===== config.mk =====
export PLATFORM = sky130hd
export DESIGN_NAME = sysreg_trap_ctrl
export DESIGN_NICKNAME = d
export VERILOG_FILES = /design/src/rtl/sysreg_trap_pkg.sv /design/src/rtl/sysreg_access_decode.sv /design/src/rtl/sysreg_backing_store.sv /design/src/rtl/sysreg_trap_ctrl.sv
export SDC_FILE = /design/constraint.sdc
export NUM_CORES = 1
export LEC_CHECK = 0
export ABC_AREA = 1
export BUFFER_PORTS_ARGS = -buffer_cell sky130_fd_sc_hd__clkbuf_2
export CAP_MARGIN = 20
export CORE_MARGIN = 2
export CORE_UTILIZATION = 40
export DETAILED_ROUTE_END_ITERATION = 8
export PLACE_DENSITY = 0.65
export SYNTH_ARGS = -nofsm -noshare
export SYNTH_HDL_FRONTEND = slang
export SYNTH_HIERARCHICAL = 1
export SYNTH_SLANG_ARGS = --single-unit

===== constraint.sdc =====
create_clock -name clk -period 2 [get_ports clk]
set_clock_uncertainty 0.15 [all_clocks]
set_input_delay 0.1 -clock clk [delete_from_list [all_inputs] [get_ports clk]]
set_output_delay 0.1 -clock clk [all_outputs]
set_load 0.02 [all_outputs]

===== src/rtl/sysreg_trap_pkg.sv =====
package sysreg_trap_pkg;

    typedef enum logic [2:0] {
        OUT_REG   = 3'd0,
        OUT_EL2   = 3'd1,
        OUT_MEM   = 3'd2,
        OUT_TRAP  = 3'd3,
        OUT_UNDEF = 3'd4
    } outcome_e;

    localparam logic [1:0] ENC_OP0       = 2'b11;
    localparam logic [2:0] ENC_OP1_MAIN  = 3'b000;
    localparam logic [2:0] ENC_OP1_ALIAS = 3'b101;
    localparam logic [3:0] ENC_CRN       = 4'b0010;
    localparam logic [3:0] ENC_CRM       = 4'b0000;
    localparam logic [2:0] ENC_OP2       = 3'b010;

    localparam logic [2:0] NV_MAIN_REDIR  = 3'b111;
    localparam logic [2:0] NV_ALIAS_REDIR = 3'b101;

    typedef struct packed {
        logic [1:0] op0;
        logic [2:0] op1;
        logic [3:0] crn;
        logic [3:0] crm;
        logic [2:0] op2;
    } enc_t;

    typedef struct packed {
        logic       el2_en;
        logic       host;
        logic       trvm;
        logic       tvm;
        logic       fgt_impl;
        logic       el3_present;
        logic       el3_fgt_en;
        logic       fgt_rd;
        logic       fgt_wr;
        logic [2:0] nv;
    } hyp_t;

endpackage


===== src/rtl/sysreg_access_decode.sv =====
module sysreg_access_decode
    import sysreg_trap_pkg::*;
(
    input  enc_t       enc,
    input  logic       is_write,
    input  logic [1:0] el,
    input  hyp_t       hyp,
    output logic       hit,
    output outcome_e   outcome
);

    logic is_alias;
    logic vm_trap;
    logic fg_trap;

    always_comb begin
        is_alias = (enc.op1 == ENC_OP1_ALIAS);
        hit = (enc.op0 == ENC_OP0) && (enc.crn == ENC_CRN) &&
              (enc.crm == ENC_CRM) && (enc.op2 == ENC_OP2) &&
              ((enc.op1 == ENC_OP1_MAIN) || is_alias);

        vm_trap = hyp.el2_en && (is_write ? hyp.tvm : hyp.trvm);
        fg_trap = hyp.el2_en && hyp.fgt_impl &&
                  (!hyp.el3_present || hyp.el3_fgt_en) &&
                  (is_write ? hyp.fgt_wr : hyp.fgt_rd);

        outcome = OUT_UNDEF;
        unique case (el)
            2'd0: outcome = OUT_UNDEF;
            2'd1: begin
                if (!is_alias) begin
                    if (vm_trap)                    outcome = OUT_TRAP;
                    else if (fg_trap)               outcome = OUT_TRAP;
                    else if (hyp.nv == NV_MAIN_REDIR) outcome = OUT_MEM;
                    else                            outcome = OUT_REG;
                end else begin
                    if (hyp.nv == NV_ALIAS_REDIR)   outcome = OUT_MEM;
                    else if (hyp.nv[0])             outcome = OUT_TRAP;
                    else                            outcome = OUT_UNDEF;
                end
            end
            2'd2: begin
                if (!is_alias) outcome = hyp.host ? OUT_EL2 : OUT_REG;
                else           outcome = hyp.host ? OUT_REG : OUT_UNDEF;
            end
            default: begin
                if (!is_alias) outcome = OUT_REG;
                else           outcome = hyp.host ? OUT_REG : OUT_UNDEF;
            end
        endcase
    end

endmodule


===== src/rtl/sysreg_backing_store.sv =====
module sysreg_backing_store #(
    parameter int unsigned          DATA_W  = 64,
    parameter logic [DATA_W-1:0]    WR_MASK = 64'h3FFF_FFF7_FFFF_FFBF
) (
    input  logic              clk,
    input  logic              rst_n,
    input  logic              we,
    input  logic [DATA_W-1:0] wdata,
    output logic [DATA_W-1:0] rdata
);

    typedef struct packed {
        logic [DATA_W-1:0] value;
    } store_t;

    store_t store_d, store_q;

    always_comb begin
        store_d = store_q;
        if (we) store_d.value = wdata & WR_MASK;
    end

    always_ff @(posedge clk or negedge rst_n) begin
        if (!rst_n) store_q <= '0;
        else        store_q <= store_d;
    end

    assign rdata = store_q.value;

    // storage moves only on an enabled write
    a_r10_hold_without_write: assert property (@(posedge clk) disable iff (!rst_n)
        !we |=> $stable(store_q.value));

endmodule


===== src/rtl/sysreg_trap_ctrl.sv =====
module sysreg_trap_ctrl
    import sysreg_trap_pkg::*;
#(
    parameter int unsigned       DATA_W  = 64,
    parameter logic [DATA_W-1:0] WR_MASK = 64'h3FFF_FFF7_FFFF_FFBF,
    parameter int unsigned       EC_W    = 6,
    parameter logic [EC_W-1:0]   TRAP_EC = 6'h18,
    parameter int unsigned       OFF_W   = 12,
    parameter logic [OFF_W-1:0]  MEM_OFF = 12'h120
) (
    input  logic              clk,
    input  logic              rst_n,
    input  logic              req_valid,
    input  logic [1:0]        req_op0,
    input  logic [2:0]        req_op1,
    input  logic [3:0]        req_crn,
    input  logic [3:0]        req_crm,
    input  logic [2:0]        req_op2,
    input  logic              req_write,
    input  logic [1:0]        req_el,
    input  logic [DATA_W-1:0] req_wdata,
    input  logic              el2_en,
    input  logic              host_mode,
    input  logic              trap_vm_rd,
    input  logic              trap_vm_wr,
    input  logic              fgt_impl,
    input  logic              el3_present,
    input  logic              el3_fgt_en,
    input  logic              fgt_rd,
    input  logic              fgt_wr,
    input  logic [2:0]        nv_ctl,
    output logic              rsp_valid,
    output logic [2:0]        rsp_kind,
    output logic [EC_W-1:0]   rsp_ec,
    output logic [OFF_W-1:0]  rsp_mem_off,
    output logic [DATA_W-1:0] rsp_rdata
);

    typedef struct packed {
        logic              valid;
        outcome_e          kind;
        logic [EC_W-1:0]   ec;
        logic [OFF_W-1:0]  off;
        logic [DATA_W-1:0] rdata;
    } rsp_t;

    enc_t              enc;
    hyp_t              hyp;
    logic              dec_hit;
    outcome_e          dec_outcome;
    logic              store_we;
    logic [DATA_W-1:0] store_val;
    rsp_t              rsp_d, rsp_q;

    assign enc = '{op0: req_op0, op1: req_op1, crn: req_crn, crm: req_crm, op2: req_op2};
    assign hyp = '{el2_en: el2_en, host: host_mode, trvm: trap_vm_rd, tvm: trap_vm_wr,
                   fgt_impl: fgt_impl, el3_present: el3_present, el3_fgt_en: el3_fgt_en,
                   fgt_rd: fgt_rd, fgt_wr: fgt_wr, nv: nv_ctl};

    sysreg_access_decode u_decode (
        .enc      (enc),
        .is_write (req_write),
        .el       (req_el),
        .hyp      (hyp),
        .hit      (dec_hit),
        .outcome  (dec_outcome)
    );

    sysreg_backing_store #(
        .DATA_W  (DATA_W),
        .WR_MASK (WR_MASK)
    ) u_store (
        .clk   (clk),
        .rst_n (rst_n),
        .we    (store_we),
        .wdata (req_wdata),
        .rdata (store_val)
    );

    assign store_we = req_valid && dec_hit && req_write && (dec_outcome == OUT_REG);

    always_comb begin
        rsp_d       = '0;
        rsp_d.valid = req_valid && dec_hit;
        if (req_valid && dec_hit) begin
            rsp_d.kind = dec_outcome;
            if (dec_outcome == OUT_TRAP) rsp_d.ec  = TRAP_EC;
            if (dec_outcome == OUT_MEM)  rsp_d.off = MEM_OFF;
            if (dec_outcome == OUT_REG && !req_write) rsp_d.rdata = store_val;
        end
    end

    always_ff @(posedge clk or negedge rst_n) begin
        if (!rst_n) rsp_q <= '0;
        else        rsp_q <= rsp_d;
    end

    assign rsp_valid   = rsp_q.valid;
    assign rsp_kind    = rsp_q.kind;
    assign rsp_ec      = rsp_q.ec;
    assign rsp_mem_off = rsp_q.off;
    assign rsp_rdata   = rsp_q.rdata;

    a_r1_kind_legal: assert property (@(posedge clk) disable iff (!rst_n)
        rsp_valid |-> (rsp_kind <= 3'd4));

    a_r2_el0_undefined: assert property (@(posedge clk) disable iff (!rst_n)
        (req_valid && dec_hit && req_el == 2'd0) |=> (rsp_valid && rsp_kind == 3'd4));

    a_r3_trap_class: assert property (@(posedge clk) disable iff (!rst_n)
        (rsp_valid && rsp_kind == 3'd3) |-> (rsp_ec == TRAP_EC));

    a_r5_redirect_offset: assert property (@(posedge clk) disable iff (!rst_n)
        (rsp_valid && rsp_kind == 3'd2) |-> (rsp_mem_off == MEM_OFF));

    a_r6_el3_main_reg: assert property (@(posedge clk) disable iff (!rst_n)
        (req_valid && dec_hit && req_el == 2'd3 && req_op1 == 3'b000) |=> (rsp_kind == 3'd0));

    a_r9_rdata_quiet: assert property (@(posedge clk) disable iff (!rst_n)
        (rsp_valid && rsp_kind != 3'd0) |-> (rsp_rdata == '0));

    a_r9_reserved_zero: assert property (@(posedge clk) disable iff (!rst_n)
        (rsp_rdata & ~WR_MASK) == '0);

    a_r11_no_match_silent: assert property (@(posedge clk) disable iff (!rst_n)
        (req_valid && !dec_hit) |=> !rsp_valid);

endmodule


Yosys cells after proc, flatten, opt, wreduce, memory -nomap -nowiden

Index checks and enable logic that the tools add are counted.

Bits in registers: 146
Bits of input ports: 98
Word-level logic and storage cells: 53

Equality and inequality tests: 10
Multiplexer cells: 17
Reduce and logical (&&, ||, !) cells: 20

Operator list:

| cell                                                                  | count |
|---|---|
| 85-bit 2-to-1 mux                                                     | 1 |
| 62-bit 2-to-1 mux                                                     | 1 |
| 3-bit 2-to-1 mux                                                      | 8 |
| 1-bit logical AND                                                     | 12 |
| 3-bit by 2-bit equality test with 1-bit output, second input constant | 3 |
| 3-bit equality test, second input constant                            | 3 |
| 9-bit 2-to-1 mux                                                      | 1 |
| 3-bit case mux with 3 select lines                                    | 1 |
| 3-bit zero test                                                       | 2 |
| 5-bit 2-to-1 mux                                                      | 1 |
| 2-bit equality test, second input constant                            | 2 |
| 4-bit by 2-bit equality test with 1-bit output, second input constant | 1 |
| 4-bit zero test                                                       | 1 |
| 1-bit 2-to-1 mux                                                      | 3 |
| 2-bit by 1-bit equality test with 1-bit output, second input constant | 1 |
| 1-bit zero test                                                       | 2 |
| 2-bit zero test                                                       | 1 |
| 1-bit logical OR                                                      | 2 |
| 2-bit 2-to-1 mux                                                      | 1 |

Longest topological paths before layout

Word-level depth: 12
Depth in mapped cells: 15
Gate-level depth less buffers: 13

Hierarchy

Netlist, hierarchy kept.

By module, submodules not included:

| module               | instances | cells an instance | area each (um^2) | sequential area each (um^2) |
|---|---|---|---|---|
| sysreg_trap_ctrl     | 1         | 244               | 2635.0           | 1751.7 |
| sysreg_backing_store | 1         | 259               | 2363.5           | 1501.4 |
| sysreg_access_decode | 1         | 49                | 214.0            | 0.0 |

Least setup slack after synthesis

OpenSTA, ideal clock, no wires.

Path type: input to register
Start: in req_op1[0]
End: reg u_store.store_q, in the netlist u_store/rdata[19]
Setup time: 0.116 ns
Data arrival time: 1.229 ns
Slack: 0.504 ns
Stages: 15
Cell sequence: nand2_1 nor2_2 inv_2 nor2_2 nor2_1 nand2_1 inv_1 inv_1 nand3_1 nor2_1 buf_6 inv_8 buf_6 nand2_1 nand2_1

Elaborated cells between the ends (all ways): 12
Classes of those cells: 1 x eq/ne; 4 x mux; 7 x reduce/logical

RTL lines:

| item                                 | line                                                                               | text |
|---|---|---|
| start: declaration                   | sysreg_trap_ctrl.sv:15                                                             | `input logic [2:0] req_op1,` |
| 3-bit equality test *                | sysreg_access_decode.sv:17                                                         | `is_alias = (enc.op1 == ENC_OP1_ALIAS);` |
| 3-bit 2-to-1 mux (on tied branches)  | sysreg_access_decode.sv:47, sysreg_access_decode.sv:31, sysreg_access_decode.sv:43 |  |
| 3-bit case mux with 3 select lines * | sysreg_access_decode.sv:28                                                         | `unique case (el)` |
| named net dec_outcome[1]             | sysreg_trap_ctrl.sv:50                                                             | `outcome_e dec_outcome;` |
| 3-bit zero test *                    | sysreg_trap_ctrl.sv:80                                                             | `assign store_we = req_valid && dec_hit && req_write && (dec_outcome == OUT_REG);` |
| 1-bit logical AND *                  | sysreg_trap_ctrl.sv:80                                                             |  |
| named net store_we                   | sysreg_trap_ctrl.sv:51                                                             | `logic store_we;` |
| end signal: assignment               | sysreg_backing_store.sv:25                                                         | `else store_q <= store_d;` |
| end: declaration                     | sysreg_backing_store.sv:16                                                         | `store_t store_d, store_q;` |

Mark *: on every way through the listed nets, which the timed path passes. The rest lies on a longest branch.
A chain may end at the register's enable or synchronous reset.

Final worst setup path

Start: in req_el[1]
End: reg u_store.store_q, in the netlist u_store/rdata[13]

Word-level cells in the longest chain between the ends: 4
Elaborated cells between the ends (all ways): 6
Classes of those cells: 2 x eq/ne; 1 x mux; 3 x reduce/logical

Ends and longest elaborated chain:

| item                                        | line                       | text |
|---|---|---|
| start: declaration                          | sysreg_trap_ctrl.sv:20     | `input logic [1:0] req_el,` |
| 2-bit equality test (tied with other cells) | sysreg_access_decode.sv:28 |  |
| 3-bit case mux with 3 select lines *        | sysreg_access_decode.sv:28 |  |
| named net dec_outcome[0]                    | sysreg_trap_ctrl.sv:50     |  |
| 3-bit zero test *                           | sysreg_trap_ctrl.sv:80     |  |
| 1-bit logical AND *                         | sysreg_trap_ctrl.sv:80     |  |
| named net store_we                          | sysreg_trap_ctrl.sv:51     |  |

Marked as above.

==> results.md <==
* Final slew viol count at 0
* CP Data Arrival Time at 2050 ps
* DRC Markers at 0
* Post-Syn Area per Cell at 9.44 sq um
* Core Footprint at 12700 sq um
* Ys async rst share at 100%
* Sum Neg Setup Slack at 0 ps
* Syn Inst Count at 552
* Sinks on Clock Net at 130
* Final hold vios at 0
* Startpoint types: primary input
* Drt first pass iters at 4
* Max Fclk at 542 MHz
* Status: finished clean
* Sequential fraction of the synthesis area at 62.4%
* Crit-path leading delay family: buffers and inverters
* Pre-CTS setup slack at 124 ps
* Crit-path max cell delay at 540 ps
* Hold Crit Class: in2reg
* Grt ovf at 0
* Global-route wire length before repair at 20300 microns
* Ratio of final minimum period to clock period at 92.3%
* Post-DR wirelength/cell at 12.7 microns
* Clk root buf: clkbuf_16
* Via count at 4272
* M2 GR Usage at 32.1%
* Antenna violations before repair at 0
* Worst EP required at 2200 ps
* Number of synthesized flops with an enable pin at 0
* Share of cells above drive strength 1 at 29.1%
* Max Buffers Root-to-Sink at 2
* Cell Area, Synth at 5210 sq um
* Internal Pwr Total at 5.09 mW
* Synth unique cells at 23
* Storage element area at 3250 sq um
* Top-area cell type share of the netlist area at 62.4%
* # diodes at 0
* CTS clock-pin slew for the worst setup and hold paths at 50 ps
* Most frequent CP cell: nand2_1
* YS warnings at 6
* Leakage at 4.02 nW
* Sequential group share of total power at 41.2%
* Combinational share of power at 6.1%
* Synth area leaders: dfrtp_1 62%, nand2_1 19%, nor2_1 4.0%, buf_4 3.7%, buf_6 3.7%
* ANT nets after route at 0
* Via density at 4.40
* Top cell type by total area after synthesis: dfrtp_1
* Synth Area in Compound Gates at 0.480%
* Count leader, synth: nand2_1
* CTS tree: done
* Switching power at 1.29 mW
* Adder-Cell Fraction of Synth Area at 0%
* Critical path cell sequence: dlygate4sd3_1, clkbuf_2, inv_1, nand2_1, a21oi_1, nand2_1, nand2_1, nor2_4, nand3_1, nor2_4, buf_12, buf_12, nand2_1, nand2_1
* Mux cell area share after synthesis at 0%
* Gr busiest metal: met2
* Horiz. Die Dim at 118 microns
* Filler cells at 1068
* M1 GR Usage at 21.2%
* Simple-gate share of the synthesized area at 27.0%
* Ys flop type: dfrtp_1
* Postcts setup bufs at 0
* Initial Util at 41.1%
* CP max stage cell: dlygate4sd3_1
* Minimum clock period at 1850 ps
* CP max FO at 31
* Worst R2R Start: u_store/rdata[22]$_DFFE_PN0P_
* Total CTS buffers at 17
* Worst vdd ir at 0.510 mV
* Clk_lat worst skew at 420 ps
* Synth Area in XOR/XNOR at 0.168%
* DRT iter0 DRCs at 185
* Area grow syn2layout at 42.3%
* Final setup viols at 0
* Unrepaired setup endpoints after global routing: no
* CP Buf/Inv Count at 5
* Core Rows at 41
* I/O Buffers at 165
* PwrDens at 861 nW/um^2
* Clock power frac at 52.7%
* Flops & latches, synth at 130
* Final Worst Setup Slack at 154 ps
* Commonest cells in the netlist: 257 x nand2_1, 130 x dfrtp_1, 55 x nor2_1
* Switching part of the total at 20.2%
* Worst hold path startpoint: req_crn[0]
* Met3 Track Usage GR at 6.61%
* Multi-input logic area at 1520 sq um
* # nets final at 883
* Die Area at 14000 sq um
* Final GP Congestion at 0.747
* DP Wirelength at 7190 microns
* Maxcap violations at 0
* CP Class: in2reg
* Largest net degree at the start of global routing at 61
* Die height at 118 microns
* Vias in the first global route at 4295
* GRT Total Usage at 18.6%
* H-tree levels at 4
* Worst setup EP type: register
* Largest family of logic cells by synthesized area: simple AND/OR/NAND/NOR gates
* Crit path from: req_el[1]
* Total Wirelength at 12300 microns
* I/O pins at 184
-- path summary, 6_finish.rpt --
kind | endpoint | slack (ps) | cells past startpoint
setup reg to reg | u_store/rdata[22]$_DFFE_PN0P_ | 1200 | 2
min in group asynchronous | rsp_rdata[11]$_DFF_PN0_ | 540 | 3
hold reg to reg | u_store/rdata[30]$_DFFE_PN0P_ | 320 | 2
max in group asynchronous | rsp_rdata[7]$_DFF_PN0_ | 290 | 4
setup / recovery | u_store/rdata[13]$_DFFE_PN0P_ | 150 | 14
hold / removal | rsp_ec[3]$_DFF_PN0_ | 20 | 6
-- state kept, by name, indices dropped and copies added (netlist names) --
name,count
rsp_rdata,64
rsp_mem_off,1
rsp_ec,1
rsp_valid,1
u_store/rdata,60
rsp_kind,3
-- layout make-up --
type / count / share of cell area [%]
Sequential cell: 130 / 43.9
Multi-Input combinational cell: 373 / 20.4
Inverter: 19 / 1.13
Clock buffer: 22 / 6.26
Clock inverter: 10 / 2.43
Tap cell: 172 / 2.90
Timing Repair Buffer: 244 / 23.0
-- power groups by stage --
| stage | registers, mW | logic (mW) | clock network, mW |
|---|---|---|---|
| detailed placement | 2.68 | 0.285 | 0 |
| finish | 2.63 | 0.390 | 3.36 |
| global route | 2.63 | 0.432 | 3.57 |
| global placement | 2.68 | 0.280 | 0 |
| CTS | 2.63 | 0.392 | 3.44 |
| floorplan | 2.68 | 0.138 | 0 |
-- tightest hold or removal path, delay by kind of cell --
kind	cells	cell delay, ps
buf+inv	2	110
simple gates	4	350
-- metal layers --
metal / share of wire (%) / vias to the layer above
met3: 7.2 / 25
met2: 51 / 186
met5: 0 / -
li1: - / 2081
met1: 41 / 1980
met4: 1.6 / 0
-- cell usage in the layout, fill, tap and decap left out, drive strengths merged --
| cell | synthesis | routed |
|---|---|---|
| nand2 | 258 | 258 |
| clkbuf | 0 | 186 |
| dfrtp | 130 | 130 |
| nor2 | 78 | 78 |
| dlygate4sd3 | 0 | 70 |
| inv | 19 | 19 |
| conb | 2 | 18 |
| buf | 46 | 10 |
| nand3 | 8 | 8 |
| bufinv | 0 | 5 |
| clkinv | 0 | 3 |
| o21ai | 3 | 3 |
| clkinvlp | 0 | 2 |
| a21oi | 2 | 2 |
| nand4 | 2 | 2 |
| nor3 | 2 | 2 |
| and2 | 1 | 1 |
| xor2 | 1 | 1 |
-- timing repair --
| action | in CTS | in global routing |
|---|---|---|
| endpoints found under the hold margin | 194 | 0 |
| gates resized for setup | 0 | 3 |
| endpoints found under the setup margin | 0 | 1 |
| hold buffers | 70 | 0 |
-- metrics by stage --
step | total power, mW | hold slack (ps) | instances | area, sq um | util, %
2_1_floorplan | 2.82 | -346 | 568 | 5270 | -
3_3_place_gp | 2.96 | -126 | 868 | 6060 | 47.9
3_5_place_dp | 2.96 | -120 | 868 | 6060 | 47.9
4_1_cts | 6.46 | 4.95 | 970 | 7410 | 58.5
5_1_grt | 6.63 | 40.9 | 970 | 7420 | 58.5
6_report | 6.39 | 23.9 | 970 | 7420 | 58.5
-- kinds of logic after synthesis --
kind of cell              count (synthesis)
and+or+nand+nor                         349
DFF                                     130
buffers and inverters                    65
AOI/OAI and AO/OA                         5
other                                     2
xor gates and xnor gates                  1
(Power assumes the default switching activity.)
